===== config.mk =====
export PLATFORM = sky130hd
export DESIGN_NAME = wdog_window
export DESIGN_NICKNAME = d
export VERILOG_FILES = /design/src/rtl/wdog_pkg.sv /design/src/rtl/wdog_tick.sv /design/src/rtl/wdog_counter.sv /design/src/rtl/wdog_regs.sv /design/src/rtl/wdog_alarm.sv /design/src/rtl/wdog_window.sv
export SDC_FILE = /design/constraint.sdc
export NUM_CORES = 1
export LEC_CHECK = 0
export ABC_AREA = 0
export BUFFER_PORTS_ARGS = -buffer_cell sky130_fd_sc_hd__buf_2
export CAP_MARGIN = 20
export CORE_ASPECT_RATIO = 1.1
export CORE_MARGIN = 2
export CORE_UTILIZATION = 53
export CTS_CLUSTER_DIAMETER = 40
export DETAILED_ROUTE_END_ITERATION = 12
export PLACE_DENSITY_LB_ADDON = 0.3
export SLEW_MARGIN = 5
export SYNTH_ARGS = -nofsm -noshare
export SYNTH_HDL_FRONTEND = slang
export SYNTH_HIERARCHICAL = 1
export SYNTH_SLANG_ARGS = --single-unit

===== constraint.sdc =====
create_clock -name clk -period 2.2 [get_ports clk]
set_input_delay 0.22 -clock clk [delete_from_list [all_inputs] [get_ports clk]]
set_output_delay 0.22 -clock clk [all_outputs]
set_load 0.02 [all_outputs]

===== src/rtl/wdog_pkg.sv =====
package wdog_pkg;

    localparam int DATA_W = 32;
    localparam int ADDR_W = 5;
    localparam int CNT_W  = 16;
    localparam int PRE_W  = 8;
    localparam int DIV_W  = 7;

    localparam int OFF_CTRL = 'h00;
    localparam int OFF_DATA = 'h04;
    localparam int OFF_CNT  = 'h08;
    localparam int OFF_CLR  = 'h0C;
    localparam int OFF_MIN  = 'h10;

    localparam logic [DATA_W-1:0] CTRL_KEEP  = 32'h0011_FF3D;
    localparam logic [DATA_W-1:0] CTRL_RESET = 32'h0000_0021;
    localparam logic [CNT_W-1:0]  DATA_RESET = 16'h8000;
    localparam logic [CNT_W-1:0]  MIN_RESET  = 16'hFFFF;

    typedef struct packed {
        logic             win;
        logic             dbg_mask;
        logic [PRE_W-1:0] pre;
        logic             run_en;
        logic [1:0]       dsel;
        logic             irq_en;
        logic             rst_en;
    } ctrl_t;

    function automatic ctrl_t unpack_ctrl(logic [DATA_W-1:0] r);
        ctrl_t c;
        c.rst_en   = r[0];
        c.irq_en   = r[2];
        c.dsel     = r[4:3];
        c.run_en   = r[5];
        c.pre      = r[15:8];
        c.dbg_mask = r[16];
        c.win      = r[20];
        return c;
    endfunction

    function automatic logic [DIV_W-1:0] div_last(logic [1:0] code);
        return DIV_W'((32'd16 << code) - 32'd1);
    endfunction

endpackage


===== src/rtl/wdog_tick.sv =====
module wdog_tick
    import wdog_pkg::*;
#(
    parameter int PW = PRE_W,
    parameter int DW = DIV_W
) (
    input  logic          clk,
    input  logic          rst,
    input  logic          run,
    input  logic [PW-1:0] pre,
    input  logic [1:0]    dsel,
    output logic          tick
);
    logic [PW-1:0] pcnt;
    logic [DW-1:0] dcnt;
    logic [DW-1:0] dlim;
    logic          ptick;

    always_comb begin
        dlim  = DW'(div_last(dsel));
        ptick = run && (pcnt >= pre);
        tick  = ptick && (dcnt >= dlim);
    end

    always_ff @(posedge clk) begin
        if (rst) begin
            pcnt <= '0;
            dcnt <= '0;
        end else if (run) begin
            pcnt <= ptick ? '0 : pcnt + 1'b1;
            if (ptick)
                dcnt <= tick ? '0 : dcnt + 1'b1;
        end
    end
endmodule


===== src/rtl/wdog_counter.sv =====
module wdog_counter
    import wdog_pkg::*;
#(
    parameter int CW = CNT_W
) (
    input  logic          clk,
    input  logic          rst,
    input  logic          tick,
    input  logic          win_on,
    input  logic          wr_cnt,
    input  logic [CW-1:0] wr_val,
    input  logic [CW-1:0] reload,
    input  logic [CW-1:0] min_cnt,
    output logic [CW-1:0] count,
    output logic          fire
);
    logic expire, viol;
    logic [CW-1:0] nxt;

    always_comb begin
        viol   = wr_cnt && win_on && (count > min_cnt);
        expire = tick && !wr_cnt && (count == '0);
        fire   = viol || expire;
        if (wr_cnt)
            nxt = viol ? reload : wr_val;
        else if (tick)
            nxt = (count == '0) ? reload : count - 1'b1;
        else
            nxt = count;
    end

    always_ff @(posedge clk) begin
        if (rst) count <= CW'(DATA_RESET);
        else     count <= nxt;
    end
endmodule


===== src/rtl/wdog_regs.sv =====
module wdog_regs
    import wdog_pkg::*;
#(
    parameter int AW = ADDR_W,
    parameter int CW = CNT_W
) (
    input  logic              clk,
    input  logic              rst,
    input  logic              sel,
    input  logic              we,
    input  logic [AW-1:0]     addr,
    input  logic [DATA_W-1:0] wdata,
    input  logic [CW-1:0]     count,
    output logic [DATA_W-1:0] rdata,
    output ctrl_t             ctrl,
    output logic [CW-1:0]     reload,
    output logic [CW-1:0]     min_cnt,
    output logic              wr_cnt,
    output logic              wr_clr
);
    logic [DATA_W-1:0] ctrl_r;
    logic wr;

    always_comb begin
        wr     = sel && we;
        wr_cnt = wr && (addr == AW'(OFF_CNT));
        wr_clr = wr && (addr == AW'(OFF_CLR));
        ctrl   = unpack_ctrl(ctrl_r);
        case (addr)
            AW'(OFF_CTRL): rdata = ctrl_r;
            AW'(OFF_DATA): rdata = DATA_W'(reload);
            AW'(OFF_CNT):  rdata = DATA_W'(count);
            AW'(OFF_MIN):  rdata = DATA_W'(min_cnt);
            default:       rdata = '0;
        endcase
    end

    always_ff @(posedge clk) begin
        if (rst) begin
            ctrl_r  <= CTRL_RESET;
            reload  <= CW'(DATA_RESET);
            min_cnt <= CW'(MIN_RESET);
        end else if (wr) begin
            if (addr == AW'(OFF_CTRL)) ctrl_r  <= wdata & CTRL_KEEP;
            if (addr == AW'(OFF_DATA)) reload  <= wdata[CW-1:0];
            if (addr == AW'(OFF_MIN))  min_cnt <= wdata[CW-1:0];
        end
    end
endmodule


===== src/rtl/wdog_alarm.sv =====
module wdog_alarm (
    input  logic clk,
    input  logic rst,
    input  logic fire,
    input  logic irq_en,
    input  logic rst_en,
    input  logic wr_clr,
    input  logic mask,
    output logic irq_q,
    output logic irq,
    output logic rst_req
);
    logic rst_q;

    always_ff @(posedge clk) begin
        if (rst) begin
            irq_q <= 1'b0;
            rst_q <= 1'b0;
        end else begin
            if (fire && irq_en) irq_q <= 1'b1;
            else if (wr_clr)    irq_q <= 1'b0;
            rst_q <= fire && rst_en;
        end
    end

    always_comb begin
        irq     = irq_q && !mask;
        rst_req = rst_q && !mask;
    end
endmodule


===== src/rtl/wdog_window.sv =====
module wdog_window
    import wdog_pkg::*;
(
    input  logic              clk,
    input  logic              rst,
    input  logic              bus_sel,
    input  logic              bus_we,
    input  logic [ADDR_W-1:0] bus_addr,
    input  logic [DATA_W-1:0] bus_wdata,
    output logic [DATA_W-1:0] bus_rdata,
    input  logic              count_en,
    input  logic              dbg_ack,
    output logic              irq,
    output logic              rst_req
);
    ctrl_t            ctrl;
    logic [CNT_W-1:0] count, reload, min_cnt;
    logic             wr_cnt, wr_clr, tick, fire, irq_q, run, mask;

    assign run  = ctrl.run_en && count_en;
    assign mask = ctrl.dbg_mask && dbg_ack;

    wdog_regs u_regs (
        .clk(clk), .rst(rst), .sel(bus_sel), .we(bus_we), .addr(bus_addr),
        .wdata(bus_wdata), .count(count), .rdata(bus_rdata), .ctrl(ctrl),
        .reload(reload), .min_cnt(min_cnt), .wr_cnt(wr_cnt), .wr_clr(wr_clr)
    );

    wdog_tick u_tick (
        .clk(clk), .rst(rst), .run(run), .pre(ctrl.pre), .dsel(ctrl.dsel),
        .tick(tick)
    );

    wdog_counter u_cnt (
        .clk(clk), .rst(rst), .tick(tick), .win_on(ctrl.win && ctrl.run_en),
        .wr_cnt(wr_cnt), .wr_val(bus_wdata[CNT_W-1:0]), .reload(reload),
        .min_cnt(min_cnt), .count(count), .fire(fire)
    );

    wdog_alarm u_alarm (
        .clk(clk), .rst(rst), .fire(fire), .irq_en(ctrl.irq_en),
        .rst_en(ctrl.rst_en), .wr_clr(wr_clr), .mask(mask), .irq_q(irq_q),
        .irq(irq), .rst_req(rst_req)
    );
endmodule


==> summary.md <==
| Metric | Value |
|---|---|
| Status | complete, but fails checks |
| Failing checks | negative setup slack |
| Synth cell types | 76 |
| Setup CP Type | reg2reg |
| Most frequent cells in the layout | 90 x buf_4, 61 x dfxtp_1, 48 x buf_2, 44 x o21ai_1, 40 x a21oi_1 |
| Skew final | 0.0103 ns |
| Post-synth ARST share | 0% |
| DR iter-0 viols | 511 |
| # clock sinks | 80 |
| Adder-Cell Fraction of Synth Area | 7.23% |
| Most common cell after layout, fill and taps aside | buf_4 |
| Final period util | 104% |
| CP endpoint kind | flop |
| Slew HR | 50.3% |
| Fin util | 68.8% |
| Combinational share of power | 12.7% |
| Clock network power share | 35.7% |
| Via count | 5671 |
| Die height | 110 um |
| Worst-Margin Slew | 0.746 ns |
| Final-report hold violation count | 0 |
| Hold slack | 0.115 ns |
| Critical Path RT | 2.43 ns |
| Sw frac | 28.8% |
| Maxcap violations | 0 |
| Total power | 2.84 mW |
| Synth Area in Compound Gates | 25.0% |
| P&R area growth vs syn | 26.3% |
| IO Pins | 77 |
| DRC | 0 |
| Post-Synth XOR/XNOR Area | 1.14% |
| Setup_tns | -0.571 ns |
| Peak Freq | 0.435 GHz |
| Crit-path slowest cell | dfxtp_2 |
| CP Buf/Inv Count | 4 |
| Final ANT Viol Nets | 0 |
| Hold Crit Class | in2reg |
| Initial antenna violation count | 0 |
| First-pass GRT wire length | 27.7 mm |
| Seq pwr share | 51.6% |
| ANT cells | 0 |
| Gpl congestion | 0.960 |
| Syn Inst Count | 650 |
| Flop-to-flop setup slack | -0.1 ns |
| Starting density of the core | 54.5% |
| Grt ovf | 0 |
| Number of synthesized flops with an enable pin | 0 |
| Die W | 99.9 um |
| Int Pwr | 2.02 mW |
| Die Area | 10900 um^2 |
| Register area share after synthesis | 29.9% |
| Peak VDD IR | 0.346 mV |
| Yosys Warn Count | 6 |
| Drt total wl | 17.6 mm |
| CP max FO | 8 |
| Clock-pin slew on the worst setup and hold paths | 0.08 ns |
| Fin. max-slew vios | 0 |
| Cts bufs inserted | 9 |
| Hold Crit Endpoint | u_regs/ctrl_r[20] |
| # nets final | 838 |
| Worst setup margin | -0.0985 ns |
| Total track usage | 32.4% |
| CP Cell Sequence | inv_1 > ha_1 > nand4_1 > nor4_2 > buf_4 > a21boi_4 > o31ai_4 > buf_6 > buf_12 > mux2i_1 > o21ai_1 |
| Synthesized area | 5370 um^2 |
| CORE AREA | 9840 um^2 |
| Synth Flop Type | dfxtp_1 |
| Worst setup SP type | flop |
| Crit-path leading delay family | buffers and inverters |
| Worst Reg2Reg Path Length in Cells | 11 |
| Mean Syn Cell Area | 8.25 um^2 |
| Largest net degree at the start of global routing | 44 |
| Tmin final | 2.30 ns |
| Share of layout cells above drive strength 1 | 32.6% |
| Data arrival, critical path | 2.53 ns |
| H-tree depth | 3 |
| WL/cell | 19.8 um |
| Final setup fails | 14 |
| Largest family of logic cells by synthesized area | compound AO/OA/AOI/OAI gates |
| R2R Path Start | u_regs/min_cnt[8] |
| CTS tree | done |
| Worst slack, placed | -0.521 ns |
| Min-delay src | bus_wdata[20] |
| Simple-gate share of the synthesized area | 21.2% |
| Num rows | 38 |
| CP peak stage delay | 0.34 ns |
| Vias in the first global route | 5398 |
| Hpwl dp | 12.3 mm |
| Reg2reg end | u_cnt/count[7] |
| # hold bufs at CTS | 0 |
| Hold Crit Depth | 3 |
| Clock Latency Late Sink | 0.37 ns |
| Lkg Pwr | 2.95 nW |
| Drt first pass iters | 5 |
| FF+latch count, synth | 80 |
| Clk buf depth | 2 |
| Clk Tree Root Cell | clkbuf_8 |
| Post-synthesis mux area share | 6.74% |
| IO buf count | 48 |
| Psw | 0.820 mW |
| Power Density | 420 nW/um^2 |
| Average via count per standard cell | 6.38 |
| RSZ-0062 raised after global routing | yes |
==> Yosys cell counts, types with 20 or more instances <==
master / count / share of area, %
a21oi_1: 44 / 4.1
a221o_1: 20 / 3.7
clkbuf_1: 20 / 1.4
dfxtp_1: 80 / 30
ha_1: 31 / 7.2
inv_1: 34 / 2.4
mux2i_1: 35 / 6.5
nand2_1: 37 / 2.6
nand3_1: 28 / 2.6
nor2_1: 39 / 2.7
o21ai_0: 36 / 3.4
o21ai_1: 38 / 3.5
==> worst min-delay path, stage by stage <==
cell	delay, ns
buf_2	0.10
nand3_1	0.05
a21oi_1	0.06
==> how the worst max path moves through the flow <==
stage                  startpoint               to  slack (ns)  depth (start not counted)
2_1_floorplan    u_regs/ctrl_r[9]  u_cnt/count[15]       -0.13                         11
4_1_cts        u_regs/min_cnt[14]  u_cnt/count[11]       -0.03                         11
6_report        u_regs/min_cnt[8]   u_cnt/count[7]        -0.1                         11
5_1_grt         u_regs/min_cnt[7]   u_cnt/count[1]       -0.16                         10
3_3_place_gp    u_regs/min_cnt[1]   u_cnt/count[0]       -0.41                         10
3_5_place_dp    u_regs/min_cnt[1]   u_cnt/count[7]       -0.52                         10
==> repair_timing <==
item / in CTS / in global routing
pin swaps: 19 / 21
setup endpoints to repair: 18 / 18
gates resized for setup: 44 / 23
buffers inserted: 8 / 2
cloned: 0 / 1
==> per-layer routing <==
layer / part of all wire (%) / GRT usage, % / vias to the layer above
li1: - / - / 2605
met1: 42 / 42.4 / 2734
met2: 47 / 53.4 / 281
met3: 7.2 / 5.34 / 51
met4: 3.4 / 13.4 / 0
met5: 0 / 0 / -
==> flip-flops by register name, indices dropped and copies added (netlist names) <==
register,cells
u_cnt/count,16
u_regs/min_cnt,16
u_regs/reload,16
u_regs/ctrl_r,15
u_tick/pcnt,8
u_tick/dcnt,7
u_alarm/irq_q,1
u_alarm/rst_q,1
==> cell type report <==
| class | count | area [um^2] |
|---|---|---|
| clock buffers | 11 | 141 |
| clock inverters | 5 | 32.5 |
| fillers | 801 | 3070 |
| inverters | 34 | 128 |
| multi-input cells | 492 | 3620 |
| flip-flops and latches | 80 | 1630 |
| well taps | 120 | 150 |
| repair buffers | 147 | 1070 |
==> per-stage QoR <==
| step | instances | area, um^2 |
|---|---|---|
| after floorplan | 663 | 5440 |
| after CTS | 886 | 6630 |
| after global routing | 889 | 6770 |
| final | 889 | 6770 |
| after detailed placement | 864 | 6240 |
| after global placement | 864 | 6240 |
==> power by group through the flow <==
stage / clock (mW) / sequential [mW] / combinational [mW]
2_1_floorplan: 0 / 1.50 / 0.220
3_3_place_gp: 0 / 1.50 / 0.334
3_5_place_dp: 0 / 1.50 / 0.341
4_1_cts: 1.02 / 1.47 / 0.349
5_1_grt: 1.08 / 1.47 / 0.385
6_report: 1.02 / 1.47 / 0.361
==> cells by family after synthesis <==
kind of cell	after synthesis
other	1
multiplexers	36
AND/OR/NAND/NOR	201
XOR/XNOR	7
adder cells (fa/ha/maj)	31
AO/OA/AOI/OAI	203
buffers and inverters	91
flip-flops	80
Power figures use the tool's default switching activity.
